$ cat src/rtl/mcDpPkg.sv
package mcDpPkg;

  typedef enum logic [2:0] {
    ALU_ADD, ALU_SUB, ALU_AND, ALU_OR, ALU_XOR, ALU_NOR, ALU_SLT
  } aluOp_e;

  typedef enum logic [1:0] {
    SRCB_REG  = 2'd0,
    SRCB_SEXT = 2'd1,
    SRCB_ZEXT = 2'd2,
    SRCB_ALT  = 2'd3
  } srcB_e;

  // strobes handed from the control decoder to the datapath
  typedef struct packed {
    logic   irEn;
    logic   abEn;
    logic   rEn;
    logic   mEn;
    logic   pcEn;
    logic   pcSel;
    logic   regWr;
    logic   regDst;
    logic   memToReg;
    srcB_e  srcB;
    aluOp_e aluOp;
  } dpStrobe_t;

endpackage

$ cat src/rtl/dpCtrl.sv
module dpCtrl
  import mcDpPkg::*;
(
  input  logic       irEn,
  input  logic       abEn,
  input  logic       rEn,
  input  logic       mEn,
  input  logic       pcEn,
  input  logic       pcSel,
  input  logic       regWr,
  input  logic       regDst,
  input  logic       memToReg,
  input  logic [1:0] aluSrcB,
  input  logic [1:0] aluMode,
  input  logic [5:0] funct,
  output dpStrobe_t  strobe
);

  aluOp_e fnOp;

  always_comb begin
    unique case (funct)
      6'h22, 6'h23: fnOp = ALU_SUB;
      6'h24:        fnOp = ALU_AND;
      6'h25:        fnOp = ALU_OR;
      6'h26:        fnOp = ALU_XOR;
      6'h27:        fnOp = ALU_NOR;
      6'h2A:        fnOp = ALU_SLT;
      default:      fnOp = ALU_ADD;
    endcase
  end

  always_comb begin
    strobe.irEn     = irEn;
    strobe.abEn     = abEn;
    strobe.rEn      = rEn;
    strobe.mEn      = mEn;
    strobe.pcEn     = pcEn;
    strobe.pcSel    = pcSel;
    strobe.regWr    = regWr;
    strobe.regDst   = regDst;
    strobe.memToReg = memToReg;
    strobe.srcB     = srcB_e'(aluSrcB);
    unique case (aluMode)
      2'd0:    strobe.aluOp = ALU_ADD;
      2'd1:    strobe.aluOp = ALU_OR;
      2'd2:    strobe.aluOp = fnOp;
      default: strobe.aluOp = ALU_SUB;
    endcase
  end

endmodule

$ cat src/rtl/dpRegFile.sv
module dpRegFile #(
  parameter int XLEN = 32,
  parameter int NREG = 32,
  localparam int RA_W = $clog2(NREG)
) (
  input  logic            clk,
  input  logic            rstN,
  input  logic [RA_W-1:0] rdAddrA,
  input  logic [RA_W-1:0] rdAddrB,
  input  logic            wrEn,
  input  logic [RA_W-1:0] wrAddr,
  input  logic [XLEN-1:0] wrData,
  output logic [XLEN-1:0] rdDataA,
  output logic [XLEN-1:0] rdDataB
);

  logic [XLEN-1:0] regs [NREG];

  always_ff @(posedge clk or negedge rstN) begin
    if (!rstN) begin
      for (int i = 0; i < NREG; i++) regs[i] <= '0;
    end else if (wrEn && wrAddr != '0) begin
      regs[wrAddr] <= wrData;
    end
  end

  assign rdDataA = (rdAddrA == '0) ? '0 : regs[rdAddrA];
  assign rdDataB = (rdAddrB == '0) ? '0 : regs[rdAddrB];

endmodule

$ cat src/rtl/dpAlu.sv
module dpAlu
  import mcDpPkg::*;
#(
  parameter int XLEN = 32
) (
  input  logic [XLEN-1:0] opA,
  input  logic [XLEN-1:0] opB,
  input  aluOp_e          op,
  output logic [XLEN-1:0] res
);

  always_comb begin
    unique case (op)
      ALU_SUB: res = opA - opB;
      ALU_AND: res = opA & opB;
      ALU_OR:  res = opA | opB;
      ALU_XOR: res = opA ^ opB;
      ALU_NOR: res = ~(opA | opB);
      ALU_SLT: res = {{(XLEN-1){1'b0}}, ($signed(opA) < $signed(opB))};
      default: res = opA + opB;
    endcase
  end

endmodule

$ cat src/rtl/dpPath.sv
module dpPath
  import mcDpPkg::*;
#(
  parameter int          XLEN     = 32,
  parameter int          NREG     = 32,
  parameter logic [31:0] RESET_PC = 32'h0,
  localparam int         RA_W     = $clog2(NREG),
  localparam int         IMM_W    = 16
) (
  input  logic            clk,
  input  logic            rstN,
  input  dpStrobe_t       strobe,
  input  logic [XLEN-1:0] iData,
  input  logic [XLEN-1:0] dRdData,
  output logic [XLEN-1:0] iAddr,
  output logic [XLEN-1:0] dAddr,
  output logic [XLEN-1:0] dWrData,
  output logic [5:0]      opcode,
  output logic [5:0]      funct,
  output logic            equal
);

  logic [XLEN-1:0] pc, ir, aReg, bReg, rReg, mReg;
  logic [XLEN-1:0] rfA, rfB, wbData, aluB, aluY;
  logic [XLEN-1:0] sExt, zExt, pcInc, brTarget;
  logic [RA_W-1:0] wbAddr;

  assign sExt     = {{(XLEN-IMM_W){ir[IMM_W-1]}}, ir[IMM_W-1:0]};
  assign zExt     = {{(XLEN-IMM_W){1'b0}}, ir[IMM_W-1:0]};
  assign pcInc    = pc + XLEN'(4);
  assign brTarget = pcInc + (sExt << 2);
  assign wbData   = strobe.memToReg ? mReg : rReg;
  assign wbAddr   = strobe.regDst ? ir[11 +: RA_W] : ir[16 +: RA_W];

  always_comb begin
    unique case (strobe.srcB)
      SRCB_SEXT: aluB = sExt;
      SRCB_ZEXT: aluB = zExt;
      default:   aluB = bReg;
    endcase
  end

  dpRegFile #(.XLEN(XLEN), .NREG(NREG)) uRegFile (
    .clk     (clk),
    .rstN    (rstN),
    .rdAddrA (ir[21 +: RA_W]),
    .rdAddrB (ir[16 +: RA_W]),
    .wrEn    (strobe.regWr),
    .wrAddr  (wbAddr),
    .wrData  (wbData),
    .rdDataA (rfA),
    .rdDataB (rfB)
  );

  dpAlu #(.XLEN(XLEN)) uAlu (
    .opA (aReg),
    .opB (aluB),
    .op  (strobe.aluOp),
    .res (aluY)
  );

  always_ff @(posedge clk or negedge rstN) begin
    if (!rstN) begin
      pc   <= XLEN'(RESET_PC);
      ir   <= '0;
      aReg <= '0;
      bReg <= '0;
      rReg <= '0;
      mReg <= '0;
    end else begin
      if (strobe.irEn) ir <= iData;
      if (strobe.abEn) begin
        aReg <= rfA;
        bReg <= rfB;
      end
      if (strobe.rEn) rReg <= aluY;
      if (strobe.mEn) mReg <= dRdData;
      if (strobe.pcEn) pc <= (strobe.pcSel && equal) ? brTarget : pcInc;
    end
  end

  assign iAddr   = pc;
  assign dAddr   = rReg;
  assign dWrData = bReg;
  assign opcode  = ir[31:26];
  assign funct   = ir[5:0];
  assign equal   = (aReg == bReg);

endmodule

$ cat src/rtl/mcDatapath.sv
module mcDatapath
  import mcDpPkg::*;
#(
  parameter int          XLEN     = 32,
  parameter int          NREG     = 32,
  parameter logic [31:0] RESET_PC = 32'h0
) (
  input  logic            clk,
  input  logic            rstN,
  output logic [XLEN-1:0] iAddr,
  input  logic [XLEN-1:0] iData,
  output logic [XLEN-1:0] dAddr,
  output logic [XLEN-1:0] dWrData,
  input  logic [XLEN-1:0] dRdData,
  input  logic            irEn,
  input  logic            abEn,
  input  logic            rEn,
  input  logic            mEn,
  input  logic            pcEn,
  input  logic            pcSel,
  input  logic            regWr,
  input  logic            regDst,
  input  logic            memToReg,
  input  logic [1:0]      aluSrcB,
  input  logic [1:0]      aluMode,
  output logic [5:0]      opcode,
  output logic [5:0]      funct,
  output logic            equal
);

  dpStrobe_t strobe;

  dpCtrl uCtrl (
    .irEn     (irEn),
    .abEn     (abEn),
    .rEn      (rEn),
    .mEn      (mEn),
    .pcEn     (pcEn),
    .pcSel    (pcSel),
    .regWr    (regWr),
    .regDst   (regDst),
    .memToReg (memToReg),
    .aluSrcB  (aluSrcB),
    .aluMode  (aluMode),
    .funct    (funct),
    .strobe   (strobe)
  );

  dpPath #(.XLEN(XLEN), .NREG(NREG), .RESET_PC(RESET_PC)) uPath (
    .clk     (clk),
    .rstN    (rstN),
    .strobe  (strobe),
    .iData   (iData),
    .dRdData (dRdData),
    .iAddr   (iAddr),
    .dAddr   (dAddr),
    .dWrData (dWrData),
    .opcode  (opcode),
    .funct   (funct),
    .equal   (equal)
  );

endmodule

$ cat config.mk
export PLATFORM = sky130hd
export DESIGN_NAME = mcDatapath
export DESIGN_NICKNAME = d
export VERILOG_FILES = /design/src/rtl/mcDpPkg.sv /design/src/rtl/dpCtrl.sv /design/src/rtl/dpRegFile.sv /design/src/rtl/dpAlu.sv /design/src/rtl/dpPath.sv /design/src/rtl/mcDatapath.sv
export SDC_FILE = /design/constraint.sdc
export NUM_CORES = 2
export LEC_CHECK = 0
export BUFFER_PORTS_ARGS = -buffer_cell sky130_fd_sc_hd__buf_2
export CAP_MARGIN = 10
export CELL_PAD_IN_SITES_DETAIL_PLACEMENT = 1
export CELL_PAD_IN_SITES_GLOBAL_PLACEMENT = 1
export CORE_UTILIZATION = 55
export DETAILED_ROUTE_END_ITERATION = 8
export HOLD_SLACK_MARGIN = 0.12
export PLACE_DENSITY_LB_ADDON = 0.1
export SLEW_MARGIN = 20
export SYNTH_ARGS = -nofsm -noshare
export SYNTH_HDL_FRONTEND = slang
export SYNTH_SLANG_ARGS = --single-unit
$ cat constraint.sdc
create_clock -name clk -period 8.64 [get_ports clk]
set_input_delay 1.728 -clock clk [delete_from_list [all_inputs] [get_ports clk]]
set_output_delay 1.728 -clock clk [all_outputs]
set_load 0.05 [all_outputs]
==> results.yml <==
sta:
  fmax_mhz: 163.9
  maxSlewHeadroom_pct: 17.20
  timing.setup.tns_ps: 0
  setup-violations-final: 0
  final-hold-violation-count: 0
  max_slew.worst_pin.slew_ps: 1242
  min_period_over_period_pct: 70.61
  fin_worst_skew_ps: 31.78
  hold-worst-slack_ps: 398.3
  drv_slew: 0
  min_period_ps: 6101
  grt_setup_unrepaired: "false"
grt:
  grt_use_met3_pct: 10.58
  grt_start_max_net_pins: 173
  grt_busiest_layer: "met2"
  grt_pass1_vias: 59533
  grt_util_all_layers_pct: 42.83
  grt_pass1_wl_um: 388600
  globalRoute.totalOverflow: 0
  use_met2_pct: 66.67
  grt_antenna_before_repair: 15
  routing_usage_on_met1_pct: 55.67
cells_and_area:
  drive_above_1_share_pct: 18.85
  layout_commonest_cell: "sky130_fd_sc_hd__dfrtp_1"
  final-seq-area_sq_mm: 0.03042
  multi_input_area_sq_mm: 0.03443
  final.fill_count: 12636
  layout_common_cells: "sky130_fd_sc_hd__dfrtp_1, sky130_fd_sc_hd__a21oi_1, sky130_fd_sc_hd__nor2_1"
  syn_to_final_growth_pct: 10.11
  finish.net_count: 6563
  number_of_cells_in_the_finished_layout_apart_from_fillers: 8070
detailed_routing:
  final_antenna_violating_net_count: 0
  avgRoutedWirePerCell_um: 32.36
  drt_wl_total_um: 261100
  first_iter_violations: 5994
  dr.pass1.iters: 7
  remaining_drc_errors: 0
  route.detailed.vias_per_inst: 7.015
  route.vias.total: 56613
clock_tree:
  post-cts-setup-buffers: 0
  ctsLongestPathBuffers: 3
  tritoncts_num_sinks: 1214
  ctsHoldBuffers: 0
  cts_resized: 0
  h-tree-depth: 4
  clk_latency_ps: 790
  tritoncts: "built"
  register_clock_pin_slew_on_the_reported_worst_setup_and_hold_paths_ps: 60
  numCtsBuffers: 136
  clk_root_buffer_cell: "sky130_fd_sc_hd__clkbuf_16"
floorplanning:
  design.portCount: 188
  initial_core_util_pct: 55.77
  core_region_area_sq_mm: 0.1206
  floorplan.rows: 127
  die-area_sq_mm: 0.1237
  die_height_um: 351.7
  dieWidth_um: 351.7
synth:
  netlist_instances: 6521
  synth_seq_cells: 1214
  synthFlopType: "sky130_fd_sc_hd__dfrtp_1"
  synth-edff-count: 0
  synthArstFlopShare_pct: 100.0
  register_area_share_after_synthesis_pct: 45.17
  syn_area_sq_mm: 0.06726
  synth.lib_cells_used.distinct: 86
  synth_warnings: 0
  syn_avg_cell_area_sq_um: 10.31
pwr:
  power.leakage_nw: 31.36
  power.total_w: 0.02753
  power.ir.vdd_worst_mv: 0.2448
  pwr_cell_area_mw_per_mm2: 371.6
setup_path:
  worst_setup_path_end_kind: "register"
  crit_path_start_kind: "primary input"
  critical_path.max_fanout: 18
  critical_path_required_ps: 9280
  cp_data_arrival_time_ps: 6740
  setup.worst_path.class: "in2reg"
placement:
  buffer_ports.inserted: 185
  place.detailed.hpwl_um: 155100
  placed_cells_incl_taps: 7825
  gp_congestion: 0.9405
flow_run:
  drv.max_cap_violation_count: 0
run_status:
  status: "completed"
worst_hold_path:
  path_category_of_the_worst_min_delay_check: "reg2reg"
[kinds of logic (layout without fill, tap and decap cells)]
logic type | Yosys count | after routing | share of synthesized area (%)
AND/OR/NAND/NOR | 1540 | 1540 | 9.325
buffers and inverters | 768 | 696 | 4.409
other | 1 | 10 | 0.005575
multiplexers | 855 | 855 | 21.36
XOR/XNOR | 95 | 95 | 1.237
flip-flops | 1214 | 1214 | 45.17
adder cells (fa/ha/maj) | 131 | 131 | 2.470
AO/OA/AOI/OAI | 1917 | 1917 | 16.03
[path summary, 6_finish.rpt]
| check | startpoint | endpoint | slack (ps) | depth (start not counted) |
|---|---|---|---|---|
| setup / recovery | aluSrcB[0] | uPath.dAddr[21] | 2540 | 20 |
| hold / removal | uPath.uRegFile.regs[1019] | uPath.uRegFile.regs[1019] | 400 | 0 |
| setup reg to reg | uPath.iAddr[2] | uPath.iAddr[31] | 3730 | 15 |
| hold reg to reg | uPath.uRegFile.regs[1019] | uPath.uRegFile.regs[1019] | 400 | 0 |
| max in group asynchronous | rstN | uPath.uRegFile.regs[370] | 6030 | 2 |
| min in group asynchronous | rstN | uPath.iAddr[22] | 820 | 1 |
[worst max-delay path, cell delays in order]
cell and delay (ps):
sky130_fd_sc_hd__buf_2 100, sky130_fd_sc_hd__inv_1 40, sky130_fd_sc_hd__ha_1 300, sky130_fd_sc_hd__buf_4 230, sky130_fd_sc_hd__nor2_1 130, sky130_fd_sc_hd__buf_4 300
sky130_fd_sc_hd__nand2_1 90, sky130_fd_sc_hd__o21ai_0 190, sky130_fd_sc_hd__inv_1 170, sky130_fd_sc_hd__ha_1 360, sky130_fd_sc_hd__o21ba_2 250, sky130_fd_sc_hd__o21ba_2 210
sky130_fd_sc_hd__o21ai_0 330, sky130_fd_sc_hd__a31oi_1 290, sky130_fd_sc_hd__o211ai_1 370, sky130_fd_sc_hd__o21ai_1 270, sky130_fd_sc_hd__o31ai_1 740, sky130_fd_sc_hd__o211ai_1 180
sky130_fd_sc_hd__a221oi_1 320, sky130_fd_sc_hd__a21oi_1 110
[synth_stat cells (128+ instances only)]
cell type / number / area, sq um
sky130_fd_sc_hd__mux4_2: 451 / 10160
sky130_fd_sc_hd__a21oi_1: 1125 / 5630
sky130_fd_sc_hd__o22ai_1: 133 / 832.1
sky130_fd_sc_hd__mux2i_1: 272 / 2723
sky130_fd_sc_hd__clkbuf_1: 512 / 1922
sky130_fd_sc_hd__dfrtp_1: 1214 / 30380
sky130_fd_sc_hd__inv_1: 143 / 536.8
sky130_fd_sc_hd__o21ai_0: 352 / 1762
sky130_fd_sc_hd__nor2_1: 994 / 3731
sky130_fd_sc_hd__mux2_2: 132 / 1486
sky130_fd_sc_hd__nand2_1: 319 / 1197
sky130_fd_sc_hd__ha_1: 128 / 1602
[power by group]
part,internal [W],switching [W]
logic,0.00466,0.00629
clock network,0.00338,0.00250
registers,0.00822,0.00247
total,0.0163,0.0113
[layout make-up]
type                            instances  share of cell area [%]
Sequential cell                      1214                   41.07
Multi-Input combinational cell       4540                   46.48
Antenna cell                            8                 0.02703
Clock buffer                          204                   5.509
Inverter                              143                  0.7247
Clock inverter                         31                  0.4544
Tap cell                             1612                   2.723
Timing Repair Buffer                  318                   3.010
[metrics by stage]
stage / utilization, % / worst slack [ps] / cell area, sq um
CTS: 61.33 / 2747 / 73970
floorplan: - / 3068 / 67270
global route: 61.40 / 2383 / 74050
global placement: 57.62 / 2162 / 69490
detailed placement: 57.67 / 1955 / 69560
finish: 61.41 / 2539 / 74060
[sequential cells by signal, summed over array words and instances, names as in the netlist]
signal and flops:
uPath.aReg 32, uPath.iAddr 30, uPath.dAddr 32, uPath.dWrData 32, uPath.mReg 32, uPath.ir 32, uPath.uRegFile.regs 1024
[routing by layer]
layer,vias up,wire length (um)
met5,-,138
met4,20,14630
met3,861,26150
met2,3052,120200
met1,29393,99960
li1,23287,-
No activity file was read; power rests on OpenSTA's default activity.
